===== config.mk =====
export PLATFORM = sky130hd
export DESIGN_NAME = xcvr_spi_slave
export DESIGN_NICKNAME = d
export VERILOG_FILES = /design/src/rtl/xcvr_spi_pkg.sv /design/src/rtl/spi_pin_sync.sv /design/src/rtl/spi_byte_fifo.sv /design/src/rtl/spi_ctl_file.sv /design/src/rtl/xcvr_spi_slave.sv
export SDC_FILE = /design/constraint.sdc
export NUM_CORES = 1
export LEC_CHECK = 0
export BUFFER_PORTS_ARGS = -buffer_cell sky130_fd_sc_hd__buf_4
export CORE_UTILIZATION = 47
export CTS_CLUSTER_DIAMETER = 80
export DETAILED_ROUTE_END_ITERATION = 8
export GPL_TIMING_DRIVEN = 0
export PLACE_DENSITY = 0.66
export SYNTH_ARGS = -nofsm -noshare
export SYNTH_HDL_FRONTEND = slang
export SYNTH_SLANG_ARGS = --single-unit

===== constraint.sdc =====
create_clock -name clk -period 3.5 [get_ports clk]
set_input_delay 0.7 -clock clk [delete_from_list [all_inputs] [get_ports clk]]
set_output_delay 0.7 -clock clk [all_outputs]
set_load 0.02 [all_outputs]

===== src/rtl/xcvr_spi_pkg.sv =====
package xcvr_spi_pkg;

    localparam int BYTE_W = 8;

    typedef enum logic [3:0] {
        ST_IDLE,
        ST_CMD,
        ST_BUF_RD,
        ST_BUF_WR,
        ST_STAT_RD,
        ST_CTL_WADDR,
        ST_CTL_WR,
        ST_CTL_RADDR,
        ST_CTL_RD,
        ST_DISCARD
    } spi_state_e;

    localparam logic [2:0] OP_BUF_RD  = 3'b000;
    localparam logic [2:0] OP_BUF_WR  = 3'b001;
    localparam logic [2:0] OP_STAT_RD = 3'b010;
    localparam logic [2:0] OP_CTL_WR  = 3'b011;
    localparam logic [2:0] OP_CTL_RD  = 3'b100;

endpackage


===== src/rtl/spi_pin_sync.sv =====
module spi_pin_sync (
    input  logic clk,
    input  logic rst_n,
    input  logic sck,
    input  logic cs,
    input  logic sdi,
    input  logic cpol,
    input  logic cpha,
    output logic cs_on,
    output logic sdi_s,
    output logic smp_evt
);
    logic [2:0] sck_sh;
    logic [1:0] cs_sh;
    logic [1:0] sdi_sh;

    always_ff @(posedge clk or negedge rst_n) begin
        if (!rst_n) begin
            sck_sh <= '0;
            cs_sh  <= '0;
            sdi_sh <= '0;
        end else begin
            sck_sh <= {sck_sh[1:0], sck};
            cs_sh  <= {cs_sh[0], cs};
            sdi_sh <= {sdi_sh[0], sdi};
        end
    end

    assign cs_on   = cs_sh[1];
    assign sdi_s   = sdi_sh[1];
    // sampling edge: leading (to ~cpol) for cpha=0, trailing (to cpol) for cpha=1
    assign smp_evt = cs_on && (sck_sh[2] != sck_sh[1]) && (sck_sh[1] == (cpol ^ ~cpha));
endmodule


===== src/rtl/spi_byte_fifo.sv =====
module spi_byte_fifo #(
    parameter int DEPTH = 16,
    parameter int W     = 8
) (
    input  logic                         clk,
    input  logic                         rst_n,
    input  logic                         clr,
    input  logic                         push,
    input  logic [W-1:0]                 din,
    input  logic                         pop,
    output logic [W-1:0]                 dout,
    output logic [$clog2(DEPTH+1)-1:0]   count,
    output logic                         empty,
    output logic                         full
);
    localparam int AW    = $clog2(DEPTH);
    localparam int CNT_W = $clog2(DEPTH+1);

    logic [W-1:0]  mem [DEPTH];
    logic [AW-1:0] wp, rp;
    logic          do_push, do_pop;

    function automatic logic [AW-1:0] nxt(input logic [AW-1:0] p);
        return (p == AW'(DEPTH-1)) ? '0 : p + 1'b1;
    endfunction

    assign empty   = (count == '0);
    assign full    = (count == CNT_W'(DEPTH));
    assign do_push = push && !full;
    assign do_pop  = pop && !empty;
    assign dout    = mem[rp];

    always_ff @(posedge clk) begin
        if (do_push && !clr) mem[wp] <= din;
    end

    always_ff @(posedge clk or negedge rst_n) begin
        if (!rst_n) begin
            wp    <= '0;
            rp    <= '0;
            count <= '0;
        end else if (clr) begin
            wp    <= '0;
            rp    <= '0;
            count <= '0;
        end else begin
            if (do_push) wp <= nxt(wp);
            if (do_pop)  rp <= nxt(rp);
            count <= count + CNT_W'(do_push) - CNT_W'(do_pop);
        end
    end
endmodule


===== src/rtl/spi_ctl_file.sv =====
module spi_ctl_file #(
    parameter int NREG = 8,
    parameter int W    = 8
) (
    input  logic                    clk,
    input  logic                    rst_n,
    input  logic                    we,
    input  logic [$clog2(NREG)-1:0] addr,
    input  logic [W-1:0]            wdata,
    output logic [W-1:0]            rdata,
    output logic [NREG*W-1:0]       regs_flat
);
    localparam int RAW = $clog2(NREG);

    logic [W-1:0] r [NREG];

    for (genvar g = 0; g < NREG; g++) begin : g_reg
        always_ff @(posedge clk or negedge rst_n) begin
            if (!rst_n)                      r[g] <= '0;
            else if (we && addr == RAW'(g))  r[g] <= wdata;
        end
        assign regs_flat[g*W +: W] = r[g];
    end

    assign rdata = r[addr];
endmodule


===== src/rtl/xcvr_spi_slave.sv =====
module xcvr_spi_slave #(
    parameter int BUF_DEPTH = 16,
    parameter int NUM_CTL   = 8
) (
    input  logic                        clk,
    input  logic                        rst_n,
    input  logic                        spi_cs,
    input  logic                        spi_sck,
    input  logic                        spi_sdi,
    input  logic                        sck_pol,
    input  logic                        sck_pha,
    output logic                        spi_sdo,
    output logic                        spi_sdo_en,
    input  logic                        xp_mode,
    input  logic                        xp_data,
    input  logic                        radio_push,
    input  logic [7:0]                  radio_wdata,
    input  logic                        radio_pop,
    output logic [7:0]                  radio_rdata,
    output logic                        radio_avail,
    input  logic                        tx_active,
    input  logic [6:0]                  stat_in,
    input  logic                        supply_low,
    output logic                        ctl_wr_stb,
    output logic [$clog2(NUM_CTL)-1:0]  ctl_wr_addr,
    output logic [NUM_CTL*8-1:0]        ctl_regs
);
    import xcvr_spi_pkg::*;

    localparam int CNT_W = $clog2(BUF_DEPTH+1);
    localparam int CA_W  = $clog2(NUM_CTL);

    logic              cs_on, sdi_s, smp_evt;
    spi_state_e        state_q, state_d;
    logic [2:0]        bit_q;
    logic [6:0]        shin_q;
    logic [4:0]        wr_lim_q, wr_cnt_q;
    logic [CA_W-1:0]   ptr_q;
    logic              dvcc_flag_q;
    logic              spi_push, spi_pop, ctl_we, buf_clr;
    logic [7:0]        tx_byte, ctl_rdata, buf_head;
    logic [CNT_W-1:0]  buf_count;
    logic              buf_empty, buf_full;
    logic              byte_done, stat_byte_end;
    logic [7:0]        rx_byte;

    spi_pin_sync u_sync (
        .clk(clk), .rst_n(rst_n), .sck(spi_sck), .cs(spi_cs), .sdi(spi_sdi),
        .cpol(sck_pol), .cpha(sck_pha),
        .cs_on(cs_on), .sdi_s(sdi_s), .smp_evt(smp_evt)
    );

    assign byte_done     = smp_evt && (bit_q == 3'd7);
    assign rx_byte       = {shin_q, sdi_s};
    assign stat_byte_end = byte_done && (state_q == ST_STAT_RD);

    // bit counter and input shifter; cleared whenever the frame is closed
    always_ff @(posedge clk or negedge rst_n) begin
        if (!rst_n) begin
            bit_q  <= '0;
            shin_q <= '0;
        end else if (!cs_on) begin
            bit_q  <= '0;
        end else if (smp_evt) begin
            bit_q  <= bit_q + 3'd1;
            shin_q <= {shin_q[5:0], sdi_s};
        end
    end

    // state register
    always_ff @(posedge clk or negedge rst_n) begin
        if (!rst_n) state_q <= ST_IDLE;
        else        state_q <= state_d;
    end

    // next state
    always_comb begin
        state_d = state_q;
        if (!cs_on) begin
            state_d = ST_IDLE;
        end else begin
            unique case (state_q)
                ST_IDLE: state_d = ST_CMD;
                ST_CMD: begin
                    if (byte_done) begin
                        unique case (rx_byte[7:5])
                            OP_BUF_RD:  state_d = ST_BUF_RD;
                            OP_BUF_WR:  state_d = ST_BUF_WR;
                            OP_STAT_RD: state_d = ST_STAT_RD;
                            OP_CTL_WR:  state_d = ST_CTL_WADDR;
                            OP_CTL_RD:  state_d = ST_CTL_RADDR;
                            default:    state_d = ST_DISCARD;
                        endcase
                    end
                end
                ST_CTL_WADDR: if (byte_done) state_d = ST_CTL_WR;
                ST_CTL_RADDR: if (byte_done) state_d = ST_CTL_RD;
                default:      state_d = state_q;
            endcase
        end
    end

    // per-state outputs: strobes and the byte presented on the output line
    always_comb begin
        spi_push = 1'b0;
        spi_pop  = 1'b0;
        ctl_we   = 1'b0;
        tx_byte  = '0;
        unique case (state_q)
            ST_CMD:     tx_byte = 8'(buf_count);
            ST_BUF_RD: begin
                tx_byte = buf_empty ? 8'h00 : buf_head;
                spi_pop = byte_done;
            end
            ST_BUF_WR:  spi_push = byte_done && ((wr_lim_q == '0) || (wr_cnt_q < wr_lim_q));
            ST_STAT_RD: tx_byte = {dvcc_flag_q, stat_in};
            ST_CTL_WR:  ctl_we = byte_done;
            ST_CTL_RD:  tx_byte = ctl_rdata;
            default:    tx_byte = '0;
        endcase
    end

    // command fields, address pointer and supply-reset flag
    always_ff @(posedge clk or negedge rst_n) begin
        if (!rst_n) begin
            wr_lim_q    <= '0;
            wr_cnt_q    <= '0;
            ptr_q       <= '0;
            dvcc_flag_q <= 1'b1;
        end else begin
            if (supply_low)         dvcc_flag_q <= 1'b1;
            else if (stat_byte_end) dvcc_flag_q <= 1'b0;
            if (state_q == ST_CMD && byte_done) begin
                wr_lim_q <= rx_byte[4:0];
                wr_cnt_q <= '0;
            end else if (spi_push) begin
                wr_cnt_q <= wr_cnt_q + 5'd1;
            end
            if ((state_q == ST_CTL_WADDR || state_q == ST_CTL_RADDR) && byte_done)
                ptr_q <= rx_byte[CA_W-1:0];
            else if (ctl_we || (state_q == ST_CTL_RD && byte_done))
                ptr_q <= ptr_q + 1'b1;
        end
    end

    assign buf_clr = ctl_we && tx_active;

    spi_byte_fifo #(.DEPTH(BUF_DEPTH), .W(8)) u_buf (
        .clk(clk), .rst_n(rst_n), .clr(buf_clr),
        .push(spi_push || radio_push),
        .din(spi_push ? rx_byte : radio_wdata),
        .pop(spi_pop || radio_pop),
        .dout(buf_head), .count(buf_count), .empty(buf_empty), .full(buf_full)
    );

    spi_ctl_file #(.NREG(NUM_CTL), .W(8)) u_ctl (
        .clk(clk), .rst_n(rst_n), .we(ctl_we), .addr(ptr_q), .wdata(rx_byte),
        .rdata(ctl_rdata), .regs_flat(ctl_regs)
    );

    assign radio_rdata = buf_head;
    assign radio_avail = !buf_empty;
    assign ctl_wr_stb  = ctl_we;
    assign ctl_wr_addr = ptr_q;
    assign spi_sdo_en  = cs_on || xp_mode;
    assign spi_sdo     = cs_on ? tx_byte[3'd7 - bit_q] : (xp_mode && xp_data);
endmodule


Word-level counts from Yosys, hierarchy flattened
Memory sizes are Yosys's and may differ from the RTL's.
Cells that the tools add are included.
{"block": "word_totals", "regBits": 112, "mem_bits_rw": 128, "in_bits": 28, "out_inout_bits": 79, "word_cells": 143, "memories": 1}
{"block": "op_classes", "n_addsub": 8, "n_lt_le_gt_ge": 3, "eq_ne": 30, "mux": 35, "bitwise": 3, "reduce_logical": 42}
{"memory": "u_buf.mem", "words": 16, "word_bits": 8, "read_ports": 1, "rd_clocked_by_memory_dff": 0, "wr": 1, "line": "spi_byte_fifo.sv:19", "source": "logic [W-1:0] mem [DEPTH];"}
{"op": "4-bit 2-to-1 mux", "count": 10}
{"op": "8-bit 2-to-1 mux", "count": 4}
{"op": "8-bit case mux with 4 select lines", "count": 1}
{"op": "8-bit binary-select mux with 3-bit select", "count": 1}
{"op": "1-bit logical AND", "count": 21}
{"op": "4-bit case mux with 5 select lines", "count": 1}
{"op": "3-bit equality test, second input constant", "count": 6}
{"op": "4-bit by 3-bit equality test with 1-bit output, second input constant", "count": 4}
{"op": "4-bit case mux with 4 select lines", "count": 1}
{"op": "5-bit 2-to-1 mux", "count": 3}
{"op": "3-bit by 2-bit equality test with 1-bit output, second input constant", "count": 4}
{"op": "4-bit equality test, second input constant", "count": 3}
{"op": "3-bit 2-to-1 mux", "count": 4}
{"op": "5-bit zero test", "count": 2}
{"op": "2-bit nonzero test", "count": 5}
{"op": "1-bit 2-to-1 mux", "count": 9}
{"op": "3-bit != test, second input constant", "count": 3}
{"op": "4-bit by 1-bit adder with 4-bit output, second input constant", "count": 2}
{"op": "4-bit by 2-bit equality test with 1-bit output, second input constant", "count": 2}
{"op": "3-bit by 1-bit adder with 3-bit output, second input constant", "count": 2}
{"op": "3-bit by 1-bit equality test with 1-bit output, second input constant", "count": 2}
{"op": "3-bit zero test", "count": 2}
{"op": "1-bit logical OR", "count": 6}
{"op": "5-bit by 1-bit adder with 5-bit output", "count": 1}
{"op": "20 further kinds", "count": 22}

Longest topological paths before layout
Gate-level depths: netlist (run 1).
{"block": "logic_depth", "depth_word": 12, "depth_mapped": 17, "depth_no_buf": 17}

Hierarchy
Synthesis (run 1) repeated with hierarchy kept, for this count alone.
{"block": "unflattened", "hier_cells": 766, "area_unflattened_um2": 11188.2}
{"module": "spi_byte_fifo", "n_inst": 1, "cells_each": 324, "area_per_inst_um2": 5876.9, "seq_area_each_um2": 4169.0}
{"module": "spi_ctl_file", "n_inst": 1, "cells_each": 204, "area_per_inst_um2": 3083.0, "seq_area_each_um2": 1601.5}
{"module": "xcvr_spi_slave", "n_inst": 1, "cells_each": 227, "area_per_inst_um2": 2019.4, "seq_area_each_um2": 701.9}
{"module": "spi_pin_sync", "n_inst": 1, "cells_each": 11, "area_per_inst_um2": 209.0, "seq_area_each_um2": 175.2}

Worst setup path after synthesis (run 1)
OpenSTA, ideal clock, no wires.
{"block": "synth_path", "path_kind": "input to register", "from": "in sck_pol", "to": "reg u_buf.count[4]", "setup_time_ns": 0.132, "arrival_time_ns": 3.146, "required_ns": 3.368, "setup_slack_ns": 0.222, "cell_stages": 16, "path_buffers": 0, "path_cell_list": "xnor2_1 mux2i_2 nand3_2 nor3b_2 and3_1 o221ai_2 inv_1 ha_1 inv_1 fa_1 inv_1 a21oi_1 nor2_1 nor2_1 xnor2_1 nor2_1"}
{"block": "synth_via", "elab_chain_len": 11, "elab_cells_between_ends": 16, "classes_between": "2 x add/sub; 1 x eq/ne; 4 x mux; 1 x bitwise; 8 x reduce/logical"}
{"element": "start: declaration", "line": "xcvr_spi_slave.sv:10", "source": "input logic sck_pol,"}
{"element": "1-bit XOR (*)", "line": "spi_pin_sync.sv:32", "source": "assign smp_evt = cs_on && (sck_sh[2] != sck_sh[1]) && (sck_sh[1] == (cpol ^ ~cpha));"}
{"element": "1-bit equality test (*)", "line": "spi_pin_sync.sv:32"}
{"element": "1-bit logical AND (*)", "line": "spi_pin_sync.sv:32"}
{"element": "1-bit logical AND (*)", "line": "xcvr_spi_slave.sv:53", "source": "assign byte_done = smp_evt && (bit_q == 3'd7);"}
{"element": "1-bit logical AND", "line": "xcvr_spi_slave.sv:115", "source": "ST_BUF_WR: spi_push = byte_done && ((wr_lim_q == '0) || (wr_cnt_q < wr_lim_q));"}
{"element": "1-bit 2-to-1 mux", "line": "xcvr_spi_slave.sv:109", "source": "unique case (state_q)"}
{"element": "1-bit logical OR", "line": "xcvr_spi_slave.sv:150", "source": ".push(spi_push || radio_push),"}
{"element": "1-bit logical AND", "line": "spi_byte_fifo.sv:29", "source": "assign do_push = push && !full;"}
{"element": "5-bit by 1-bit adder with 5-bit output", "line": "spi_byte_fifo.sv:49", "source": "count <= count + CNT_W'(do_push) - CNT_W'(do_pop);"}
{"element": "5-bit by 1-bit subtractor with 5-bit output", "line": "spi_byte_fifo.sv:49"}
{"element": "5-bit 2-to-1 mux (*)", "line": "spi_byte_fifo.sv:42", "source": "end else if (clr) begin"}
{"element": "end signal: assignment", "line": "spi_byte_fifo.sv:49"}
{"element": "end: declaration", "line": "spi_byte_fifo.sv:12", "source": "output logic [$clog2(DEPTH+1)-1:0] count,"}
Mark *: on every way between the ends. The rest lies on a longest branch, timed or not.
A chain may end at the register's enable or synchronous reset.

Worst setup path after layout (run 1)
{"block": "layout_path", "from": "reg u_buf.rp[0]", "to": "out spi_sdo"}
{"block": "layout_via", "elab_chain_len": 6}
{"element": "start: declaration", "line": "spi_byte_fifo.sv:20", "source": "logic [AW-1:0] wp, rp;"}
{"element": "start signal: assignment", "line": "spi_byte_fifo.sv:48", "source": "if (do_pop) rp <= nxt(rp);"}
{"element": "memory 16 x 8 bit"}
{"element": "8-bit 2-to-1 mux", "line": "xcvr_spi_slave.sv:112", "source": "tx_byte = buf_empty ? 8'h00 : buf_head;"}
{"element": "8-bit case mux with 4 select lines", "line": "xcvr_spi_slave.sv:109"}
{"element": "1-bit binary-select mux with 3-bit select", "line": "xcvr_spi_slave.sv:166", "source": "assign spi_sdo = cs_on ? tx_byte[3'd7 - bit_q] : (xp_mode && xp_data);"}
{"element": "1-bit 2-to-1 mux (not written as such)", "line": "xcvr_spi_slave.sv:166"}
{"element": "1-bit 2-to-1 mux", "line": "xcvr_spi_slave.sv:166"}
{"element": "end: declaration", "line": "xcvr_spi_slave.sv:12", "source": "output logic spi_sdo,"}
Every way passes these cells. The select of a mux whose other input is x is not followed.

==> results of run 1 <==
==> layout by cell type (no fill, tap or decap), types with 22 or more instances in the layout <==
cell,count
mux2_2,83
clkbuf_16,27
edfxtp_1,128
buf_4,126
inv_1,23
ha_1,24
clkbuf_1,25
mux4_2,34
o21ai_0,23
nand2_1,46
dfrtp_1,110
mux2i_1,36
nor2_1,22
==> cells by family after synthesis <==
kind of cell	count (synthesis)
flip-flops	240
buffers and inverters	64
AND/OR/NAND/NOR	141
multiplexers	158
XOR/XNOR	8
adder cells (fa/ha/maj)	25
AO/OA/AOI/OAI	105
==> worst max-delay path: cells and delay by family (launching register included) <==
family	cells	cell delay [ns]
AOI/OAI and AO/OA	5	0.90
buffers and inverters	4	0.59
DFF	1	0.40
muxes	1	0.13
and+or+nand+nor	2	0.38
==> per-layer routing <==
metal | share of wire (%) | GRT usage, % | vias to the layer above
met2 | 46 | 35.7 | 215
met1 | 45 | 34.3 | 3612
li1 | - | - | 3127
met5 | 0 | 0 | -
met4 | 1.9 | 5.81 | 0
met3 | 6.2 | 4.17 | 41
==> cell type report <==
cell class	count	area (µm²)	area share, %
buffer	40	283	2.11
timing repair buffer	127	1010	7.56
clock inverter	7	56.3	0.420
inverter	23	86.3	0.644
clock buffer	41	768	5.73
sequential	240	6650	49.6
tap	285	357	2.66
multi-input combinational	437	4190	31.2
==> state kept, by name, indices dropped and copies added (netlist names), 2 cells and up <==
signal and flops:
u_buf.mem 128, u_sync.sdi_sh 2, shin_q 7, u_buf.rp 4
wr_cnt_q 5, u_buf.count 5, bit_q 3, u_sync.cs_sh 2
ctl_wr_addr 3, state_q 4, wr_lim_q 5, u_buf.wp 4
u_sync.sck_sh 3, u_ctl.regs_flat 64
==> repair_timing <==
action | CTS | global route
endpoints found under the setup margin | 1 | 74
resized for setup | 71 | 16
endpoints found under the hold margin | 0 | 0
setup buffers | 12 | 7
gates cloned | 1 | 0
pin swaps | 14 | 9
==> cells in the mapped netlist (3+ instances only) <==
master / n
dfrtp_1: 111
or4_1: 4
nor2_1: 22
nand2_1: 48
inv_1: 23
xnor2_1: 3
nand2b_1: 5
buf_2: 16
o211ai_1: 7
a21o_1: 8
a211oi_1: 4
nor3_1: 4
and2_1: 14
nor2b_1: 4
a31oi_1: 4
or3_1: 3
clkbuf_1: 18
buf_1: 4
and3_1: 17
xor2_1: 5
mux2i_1: 40
a22oi_1: 8
ha_1: 24
mux2_2: 83
mux4_2: 34
a221oi_1: 11
a21oi_1: 22
edfxtp_1: 128
o21ai_0: 26
nand3_1: 8
==> stage by stage <==
step	total power (µW)	utilization [%]	TNS, ns	std cells
floorplan	5020	-	0	741
global placement	5800	53.0	-41.23	1132
detailed placement	5840	53.2	-49.43	1133
CTS	8900	58.6	-0.133	1193
global route	9320	59.2	-0.276	1200
finish	8940	59.2	-0.158	1200
==> power breakdown <==
group          internal, µW  total (µW)  switching [µW]
combinational          1260        2860            1600
clock                  1570        2650            1080
sequential             3250        3420             178
==> worst min-delay path by stage <==
stage | startpoint | endpoint | slack [ns] | depth (start not counted)
after floorplan | u_sync.cs_sh[0] | u_sync.cs_sh[1] | 0.33 | 0
after global placement | u_sync.sck_sh[0] | u_sync.sck_sh[1] | 0.33 | 0
after detailed placement | u_sync.sdi_sh[0] | u_sync.sdi_sh[1] | 0.34 | 0
after CTS | rst_n | u_ctl.regs_flat[31] | 0.1 | 1
after global routing | rst_n | u_ctl.regs_flat[63] | 0.10 | 1
final | rst_n | u_ctl.regs_flat[39] | 0.09 | 1
==> qor.yml, run 1 <==
sta:
  setup_slack_ns: -0.158
  rsz0062_at_grt: "yes"
  min_period_ns: 3.66
  hold_viol_final: 0
  holdWs_ns: 0.0938
  maxClockFrequency_ghz: 0.273
  slew_headroom_pct: 52.8
  tightest_slew_ns: 0.705
  final_max_slew_viol_count: 0
  finalCritPeriodShare_pct: 105
  final-setup-viol-count: 1
  fin_skew_ns: 0.0151
place:
  port_buffers: 106
  dpl_cell_area_um2: 12000
  pre_cts_slack_ns: -0.497
  dp_hpwl_um: 18600
  gp_congestion: 0.789
final_layout:
  fin_nets: 948
  syn_to_final_growth_pct: 23.4
  drive_above_1_share_pct: 38.0
  antennaDiodeCount: 0
  n_fill_cell: 1748
  stdcell_area_um2: 13400
synth:
  synthAdderAreaFrac_pct: 2.95
  synth_edf_count: 128
  synth_top_cells_by_area: "edfxtp_1, dfrtp_1, mux2_2, mux4_2, mux2i_1"
  yosysTopAreaCell: "edfxtp_1"
  muxShareOfSynthArea_pct: 19.5
  syn_area_um2: 10900
  ys_warn_count: 0
  synth_top_family_by_area: "multiplexers"
  synth_fp_nets: 794
  synth_seq_area_share_pct: 61.2
  synth_seq_cells: 240
  synth_flop_cell: "edfxtp_1"
  synthArstFlopShare_pct: 46.7
  synth-compound-area-share_pct: 6.41
  synthSimpleGateAreaFrac_pct: 6.74
  yosys.area.top_type_share_pct: 35.4
  avgSynthCellArea_um2: 14.6
  synth_xor_area_share_pct: 0.645
  syn_inst: 741
  synth_cell_types: 59
setup_path:
  crit_arrival_ns: 2.96
  worstRegToRegCells: 15
  cp_slowest_cell: "dfrtp_1"
  critPathMaxFanout: 10
  path_class: "reg -> out"
  cp_slowest_stage_delay_ns: 0.40
  crit_path_start_kind: "register"
  reg2reg_slack_ns: 0.18
  cp.required_ns: 2.80
  path_cells: "buf_6, buf_12, buf_12, mux2i_1, a221oi_2, o21ai_0, nand2_2, a21oi_2, nor3_2, o311ai_2, o22ai_2, buf_6"
  crit_path_start: "u_buf.rp[0]"
  reg2reg_from: "state_q[0]"
  endpoint: "spi_sdo"
  r2r_end: "u_buf.count[4]"
  critical_path.endpoint_type: "primary output"
global_routing:
  grt_use_total_pct: 23.2
  grt_first_pass_wirelength_um: 41200
  grt_max_degree: 74
  grt_pass1_vias: 6904
  antenna_found_initial: 0
  grt_overflow: 0
clock_tree:
  cts.sinks: 240
  clk_latency_ns: 0.53
  path_clk_slew_ns: 0.06
  clockBufferDepth: 3
  cts_hold_buf: 0
  cts-root-buf: "clkbuf_16"
  numCtsBuffers: 26
  htree_levels: 1
  cts_tree: "done"
die:
  dieWidth_um: 154
  die_area_um2: 23700
  coreArea_um2: 22600
  initial_core_util_pct: 47.9
  num_rows: 55
  ios: 107
  die_height_um: 154
power:
  peakVddDrop_uv: 388
  leakage_uw: 0.00575
  power_density_nw_per_um2: 667
outcome:
  outcome: "complete, but fails checks"
  violations: "negative setup slack"
job:
  drv_cap: 0
routing:
  avgRoutedWirePerCell_um: 22.8
  first_pass_iters: 5
  via_per_inst: 5.83
  drt_wl_total_um: 27400
  ant_nets: 0
  vias: 6995
  drc_errors: 0
  dr.first_iter.drc_count: 517
hold_path:
  holdCritPathClass: "in -> async"
No activity file was read; power rests on OpenSTA's default activity.
==> run 2: changes to the inputs <==
Settings changed: RECOVER_POWER from default to 100.
==> qor.yml, run 2 (same netlist as run 1, synthesis figures left out) <==
final_layout:
  drive_above_1_share_pct: 37.3  # -0.77 points
  syn_to_final_growth_pct: 23.0
  ff_latch_area_um2: 6650  # unchanged
  mostFrequentLayoutCells: "edfxtp_1, buf_4, dfrtp_1, mux2_2, nand2_1"
  fin_nets: 948  # unchanged
  multiInputGateArea_um2: 4190  # unchanged
  stdcell_area_um2: 13300  # -0.37%
  layout_commonest_cell: "edfxtp_1"
  top_register: "u_buf.mem"
  largest_register_ffs: 128  # unchanged
  finalNonFillerCells: 1200  # unchanged
  n_fill_cell: 1756  # +0.46%
  antennaDiodeCount: 0  # unchanged
setup_path:
  path_delay_family: "compound AO/OA/AOI/OAI gates"
  critical_path.endpoint_type: "primary output"
  cp.required_ns: 2.80  # about the same
  crit_arrival_ns: 2.95  # about the same
  critPathMaxFanout: 10  # unchanged
  crit_path_start_kind: "register"
  crit_cells: 12  # unchanged
  cp_slowest_stage_delay_ns: 0.40  # about the same
  cp_slowest_cell: "dfrtp_1"
  path_cells: "buf_6, buf_12, buf_12, mux2i_1, a221oi_2, o21ai_0, nand2_2, a21oi_2, nor3_2, o311ai_2, o22ai_2, buf_6"
  path_class: "reg -> out"
  worst-path-buf-inv: 4  # unchanged
  crit_path_start: "u_buf.rp[0]"
  worstRegToRegCells: 17  # +2
  reg2reg_from: "u_sync.sck_sh[1]"
routing:
  dr.first_iter.drc_count: 558  # +7.9%
  dr.max_layer_used: "met4"
  first_pass_iters: 4  # -1
  drc_errors: 0  # unchanged
  via_per_inst: 5.81  # -0.36%
  vias: 6970  # -0.36%
  wl_met1_um: 12600  # +1.1%
  drt_wl_total_um: 27200  # -0.37%
  avgRoutedWirePerCell_um: 22.7  # -0.37%
  wl_met3_um: 1530  # -11%
  wl_met2_um: 12600  # -0.54%
  ant_nets: 0  # unchanged
sta:
  holdWs_ns: 0.296  # +0.202 ns
  fin_skew_ns: 0.0140  # -0.00106 ns
  maxClockFrequency_ghz: 0.274  # +0.25%
  slew_headroom_pct: -51.1  # -100 points
  final-setup-viol-count: 1  # unchanged
  final_max_slew_viol_count: 41  # +41
  finalCritPeriodShare_pct: 104  # -0.26 points
  min_period_ns: 3.65  # -0.00901 ns
  rsz0062_at_grt: "yes"
  hold_viol_final: 0  # unchanged
  tightest_slew_ns: 2.27  # +1.56 ns
  setup_slack_ns: -0.149  # +0.00901 ns
clock_tree:
  numCtsBuffers: 26  # unchanged
  clk_latency_ns: 0.53  # about the same
  cts.sinks: 240  # unchanged
  cts-root-buf: "clkbuf_16"
  htree_levels: 1  # unchanged
  cts_tree: "done"
  cts_hold_buf: 0  # unchanged
  path_clk_slew_ns: 0.06  # about the same
  clockBufferDepth: 3  # unchanged
place:
  placed_cells: 1133  # unchanged
  dpl_cell_area_um2: 12000  # unchanged
  gp_congestion: 0.789  # unchanged
  pre_cts_slack_ns: -0.497  # unchanged
  port_buffers: 106  # unchanged
  dp_hpwl_um: 18600  # unchanged
global_routing:
  grt_pass1_vias: 6904  # unchanged
  grt_overflow: 0  # unchanged
  grt_max_degree: 74  # unchanged
  antenna_found_initial: 0  # unchanged
  grt_first_pass_wirelength_um: 41200  # unchanged
  grt_use_total_pct: 23.2  # unchanged
power:
  combPwrFrac_pct: 32.0  # about the same
  switching_power_uw: 2850  # -0.34%
  p_int_uw: 6070  # about the same
  p_seq_share_pct: 38.4  # about the same
  switching_share_pct: 32.0  # -0.056 points
  peakVddDrop_uv: 389  # +0.26%
  power_density_nw_per_um2: 668  # +0.21%
  leakage_uw: 0.00571  # -0.69%
  power.total_uw: 8920  # -0.16%
  pwr-share-clk_pct: 29.7  # about the same
hold_path:
  hold_start: "spi_sck"
  holdCritPathClass: "in -> reg"
  hold_path_depth: 1
job:
  drv_cap: 1  # +1
die:
  num_rows: 55  # unchanged
  die_height_um: 154  # unchanged
  initial_core_util_pct: 47.9  # unchanged
  dieWidth_um: 154  # unchanged
  ios: 107  # unchanged
  coreArea_um2: 22600  # unchanged
  die_area_um2: 23700  # unchanged
outcome:
  violations: "max-capacitance violations, max-slew violations, negative setup slack"
  outcome: "complete, but fails checks"
==> run 2: cell count changes in the layout (fill, tap and decap cells not counted) <==
cell / previous run / this run
buf_6: 6 / 5
buf_16: 1 / 0
clkbuf_1: 25 / 32
buf_4: 126 / 115
clkbuf_4: 0 / 6
==> run 2: layer usage <==
metal,vias to the layer above,track usage [%]
li1,3126,-
met5,-,0
met4,0,5.81
met2,198,35.7
met3,41,4.17
met1,3605,34.3
==> run 2: per-stage QoR <==
stage	TNS, ns	utilization, %
after CTS	-0.133	58.6
after floorplan	0	-
final	-0.149	59.0
after global routing	-1.78	59.0
after global placement	-41.23	53.0
after detailed placement	-49.43	53.2
==> run 2: power groups by stage <==
stage	clock network, µW	logic (µW)	registers (µW)
2_1_floorplan	0	1620	3400
3_3_place_gp	0	2340	3450
3_5_place_dp	0	2380	3460
4_1_cts	2670	2810	3410
5_1_grt	2810	3060	3450
6_report	2650	2850	3420
==> run 2: final cells by class <==
type	instances	area share [%]
sequential	240	49.8
timing repair buffer	127	7.22
clock inverter	7	0.422
tap	285	2.67
multi-input combinational	437	31.4
inverter	23	0.647
buffer	40	2.12
clock buffer	41	5.75
==> run 2: final timing paths <==
check | slack [ns] | to
worst max-delay path | -0.15 | spi_sdo
worst min-delay path | 0.30 | u_sync.sck_sh[0]
worst max register to register | 0.07 | u_buf.count[4]
worst min register to register | 0.35 | u_sync.cs_sh[1]
max in group asynchronous | 0.52 | wr_cnt_q[3]
min in group asynchronous | 0.85 | u_ctl.regs_flat[55]
==> run 2: repair_timing <==
| action | in CTS | in global routing |
|---|---|---|
| endpoints found under the setup margin | 1 | 74 |
| gates cloned | 1 | 0 |
| buffers inserted | 12 | 7 |
| gates resized for setup | 71 | 16 |
| pin swaps | 14 | 9 |
==> run 2: worst reg2reg max path, cell delays in order, from the launching register on <==
cell and delay [ns]:
dfrtp_1 0.39, nand2b_1 0.15, mux2i_2 0.13, clkbuf_1 0.30
nand3_2 0.21, nor3b_4 0.34, and3_2 0.29, o221ai_4 0.18
inv_1 0.12, ha_1 0.17, inv_1 0.06, fa_1 0.41
inv_1 0.07, a21oi_1 0.06, nor2_1 0.10, nor2_1 0.06
xnor2_1 0.18, nor2_1 0.06
==> run 3: changes to the inputs <==
Settings changed: CORE_UTILIZATION 47 to 55, PLACE_DENSITY 0.66 to 0.75.
==> qor.yml, run 3 (same netlist as run 1, synthesis figures left out) <==
sta:
  rsz0062_at_grt: "yes"
  slew_headroom_pct: 5.64  # +57 points
  tightest_slew_ns: 1.42  # -0.851 ns
  final_max_slew_viol_count: 0  # -100%
  final-setup-viol-count: 1  # unchanged
  setup_slack_ns: -0.190  # -0.0413 ns
  hold_viol_final: 0  # unchanged
  min_period_ns: 3.69  # +0.0413 ns
  fin_skew_ns: 0.0250  # +0.0110 ns
  maxClockFrequency_ghz: 0.271  # -1.1%
  finalCritPeriodShare_pct: 105  # +1.2 points
setup_path:
  critical_path.endpoint_type: "primary output"
  cp_slowest_cell: "dfrtp_1"
  reg2reg_slack_ns: 0.20  # +0.13 ns
  worstRegToRegCells: 17  # unchanged
  path_cells: "buf_1, nor2_1, nand3_1, o211ai_1, a211oi_1, or3_1, o211a_1, o22ai_2, buf_6"
  r2r_end: "u_buf.count[4]"
  crit_arrival_ns: 2.99  # +0.04 ns
  path_class: "reg -> out"
  critPathMaxFanout: 10  # unchanged
  crit_path_start_kind: "register"
  reg2reg_from: "u_buf.count[3]"
  cp.required_ns: 2.80  # about the same
  cp_slowest_stage_delay_ns: 0.46  # +0.06 ns
global_routing:
  grt_overflow: 0  # unchanged
  grt_pass1_vias: 7187  # +4.1%
  grt_max_degree: 113  # +53%
  antenna_found_initial: 0  # unchanged
  grt_first_pass_wirelength_um: 41300  # +0.20%
  grt_use_total_pct: 27.5  # +4.3 points
final_layout:
  layout_commonest_cell: "edfxtp_1"
  mostFrequentLayoutCells: "edfxtp_1, buf_4, dfrtp_1, mux2_2, nand2_1"
  largest_register_ffs: 128  # unchanged
  drive_above_1_share_pct: 38.5  # +1.3 points
  fin_nets: 946  # -0.21%
  finalNonFillerCells: 1176  # -2.0%
  antennaDiodeCount: 0  # unchanged
  syn_to_final_growth_pct: 23.4
  top_register: "u_buf.mem"
job:
  drv_cap: 0  # -1
power:
  power_density_nw_per_um2: 678  # +1.4%
  leakage_uw: 0.00574  # +0.45%
  power.total_uw: 9080  # +1.7%
  peakVddDrop_uv: 418  # +7.4%
routing:
  dr.first_iter.drc_count: 637  # +14%
  first_pass_iters: 6  # +2
  drt_wl_total_um: 27500  # +1.0%
  vias: 7127  # +2.3%
  drc_errors: 0  # unchanged
  avgRoutedWirePerCell_um: 23.4  # +3.1%
  via_per_inst: 6.06  # +4.3%
  ant_nets: 0  # unchanged
clock_tree:
  numCtsBuffers: 24  # -7.7%
  cts-root-buf: "clkbuf_16"
  path_clk_slew_ns: 0.07  # about the same
  cts.sinks: 240  # unchanged
  cts_tree: "done"
  htree_levels: 1  # unchanged
  clk_latency_ns: 0.53  # about the same
  clockBufferDepth: 3  # unchanged
outcome:
  outcome: "complete, but fails checks"
  violations: "negative setup slack"
place:
  port_buffers: 106  # unchanged
  gp_congestion: 0.963  # +22%
  placed_cells: 1112  # -1.9%
  dp_hpwl_um: 18800  # +1.3%
  pre_cts_slack_ns: -0.358  # +0.139 ns
die:
  initial_core_util_pct: 56.0  # +8.0 points
  die_height_um: 142  # -7.5%
  dieWidth_um: 142  # -7.5%
  coreArea_um2: 19400  # -14%
  die_area_um2: 20300  # -14%
  ios: 107  # unchanged
  num_rows: 51  # -7.3%
hold_path:
  hold_path_depth: 1  # unchanged
  holdCritPathClass: "in -> reg"
  hold_start: "spi_sdi"
  worstHoldEndpoint: "u_sync.sdi_sh[0]"
## run 3: changes by cell type in the layout (fill, tap and decap cells not counted), sizes merged
cell,delta
clkbuf,-18
buf,+9
bufinv,+3
clkinv,+2
bufbuf,-1
dlygate4sd3,+1
## run 3: final cells by class
cell class | count | area [µm²]
Sequential cell | 240 | 6650
Fill cell | 1366 | 6010
Multi-Input combinational cell | 437 | 4200
Timing Repair Buffer | 128 | 983
Clock buffer | 32 | 672
Tap cell | 265 | 332
Buffer | 39 | 302
Clock inverter | 12 | 168
Inverter | 23 | 86.3
## run 3: what timing repair did
| item | 4_1_cts | 5_1_grt |
|---|---|---|
| buffers inserted | 10 | 9 |
| cloned | 1 | 0 |
| setup endpoints to repair | 1 | 2 |
| hold endpoints to repair | 0 | 12 |
| gates resized for setup | 68 | 28 |
| pin swaps | 13 | 11 |
| hold buffers | 0 | 1 |
## run 3: metrics by stage
stage	setup TNS, ns	cell area, µm²	hold WS [ns]	util [%]
after floorplan	0	10900	0.331	-
after global placement	-17.24	12000	0.335	61.8
after detailed placement	-31.62	12000	0.336	61.8
after CTS	-0.143	13200	0.270	68.1
after global routing	-0.347	13400	0.294	69.0
final	-0.190	13400	0.301	69.0
## run 3: critical path: cells and delay by family, from the launching register on
family          cells  cell delay (ns)
compound gates      4             0.74
buf+inv             2             0.45
flops               1             0.46
simple gates        3             0.80
## run 3: routing by layer
metal	GRT usage [%]	up-vias	part of all wire, %
li1	-	3122	-
met1	37.0	3677	41
met2	46.0	272	51
met3	4.21	56	6.0
met4	9.56	0	2.9
met5	0	-	0
## run 3: power by group
| group | leakage, µW | switching (µW) | total (µW) | internal, µW |
|---|---|---|---|---|
| Combinational | 0.00269 | 1640 | 2920 | 1280 |
| Clock | 0.000412 | 1080 | 2730 | 1650 |
| Sequential | 0.00264 | 184 | 3430 | 3240 |
| Total | 0.00574 | 2900 | 9080 | 6170 |
## run 3: worst max path at each step
| stage | cells after the start | startpoint | end | slack, ns |
|---|---|---|---|---|
| 6_report | 9 | state_q[1] | spi_sdo | -0.19 |
| 5_1_grt | 9 | state_q[1] | spi_sdo | -0.31 |
| 4_1_cts | 10 | u_buf.rp[0] | spi_sdo | -0.14 |
| 3_5_place_dp | 17 | sck_pol | u_buf.count[4] | -0.36 |
| 3_3_place_gp | 10 | ctl_wr_addr[1] | spi_sdo | -0.40 |
| 2_1_floorplan | 16 | sck_pol | u_buf.count[4] | 0.22 |
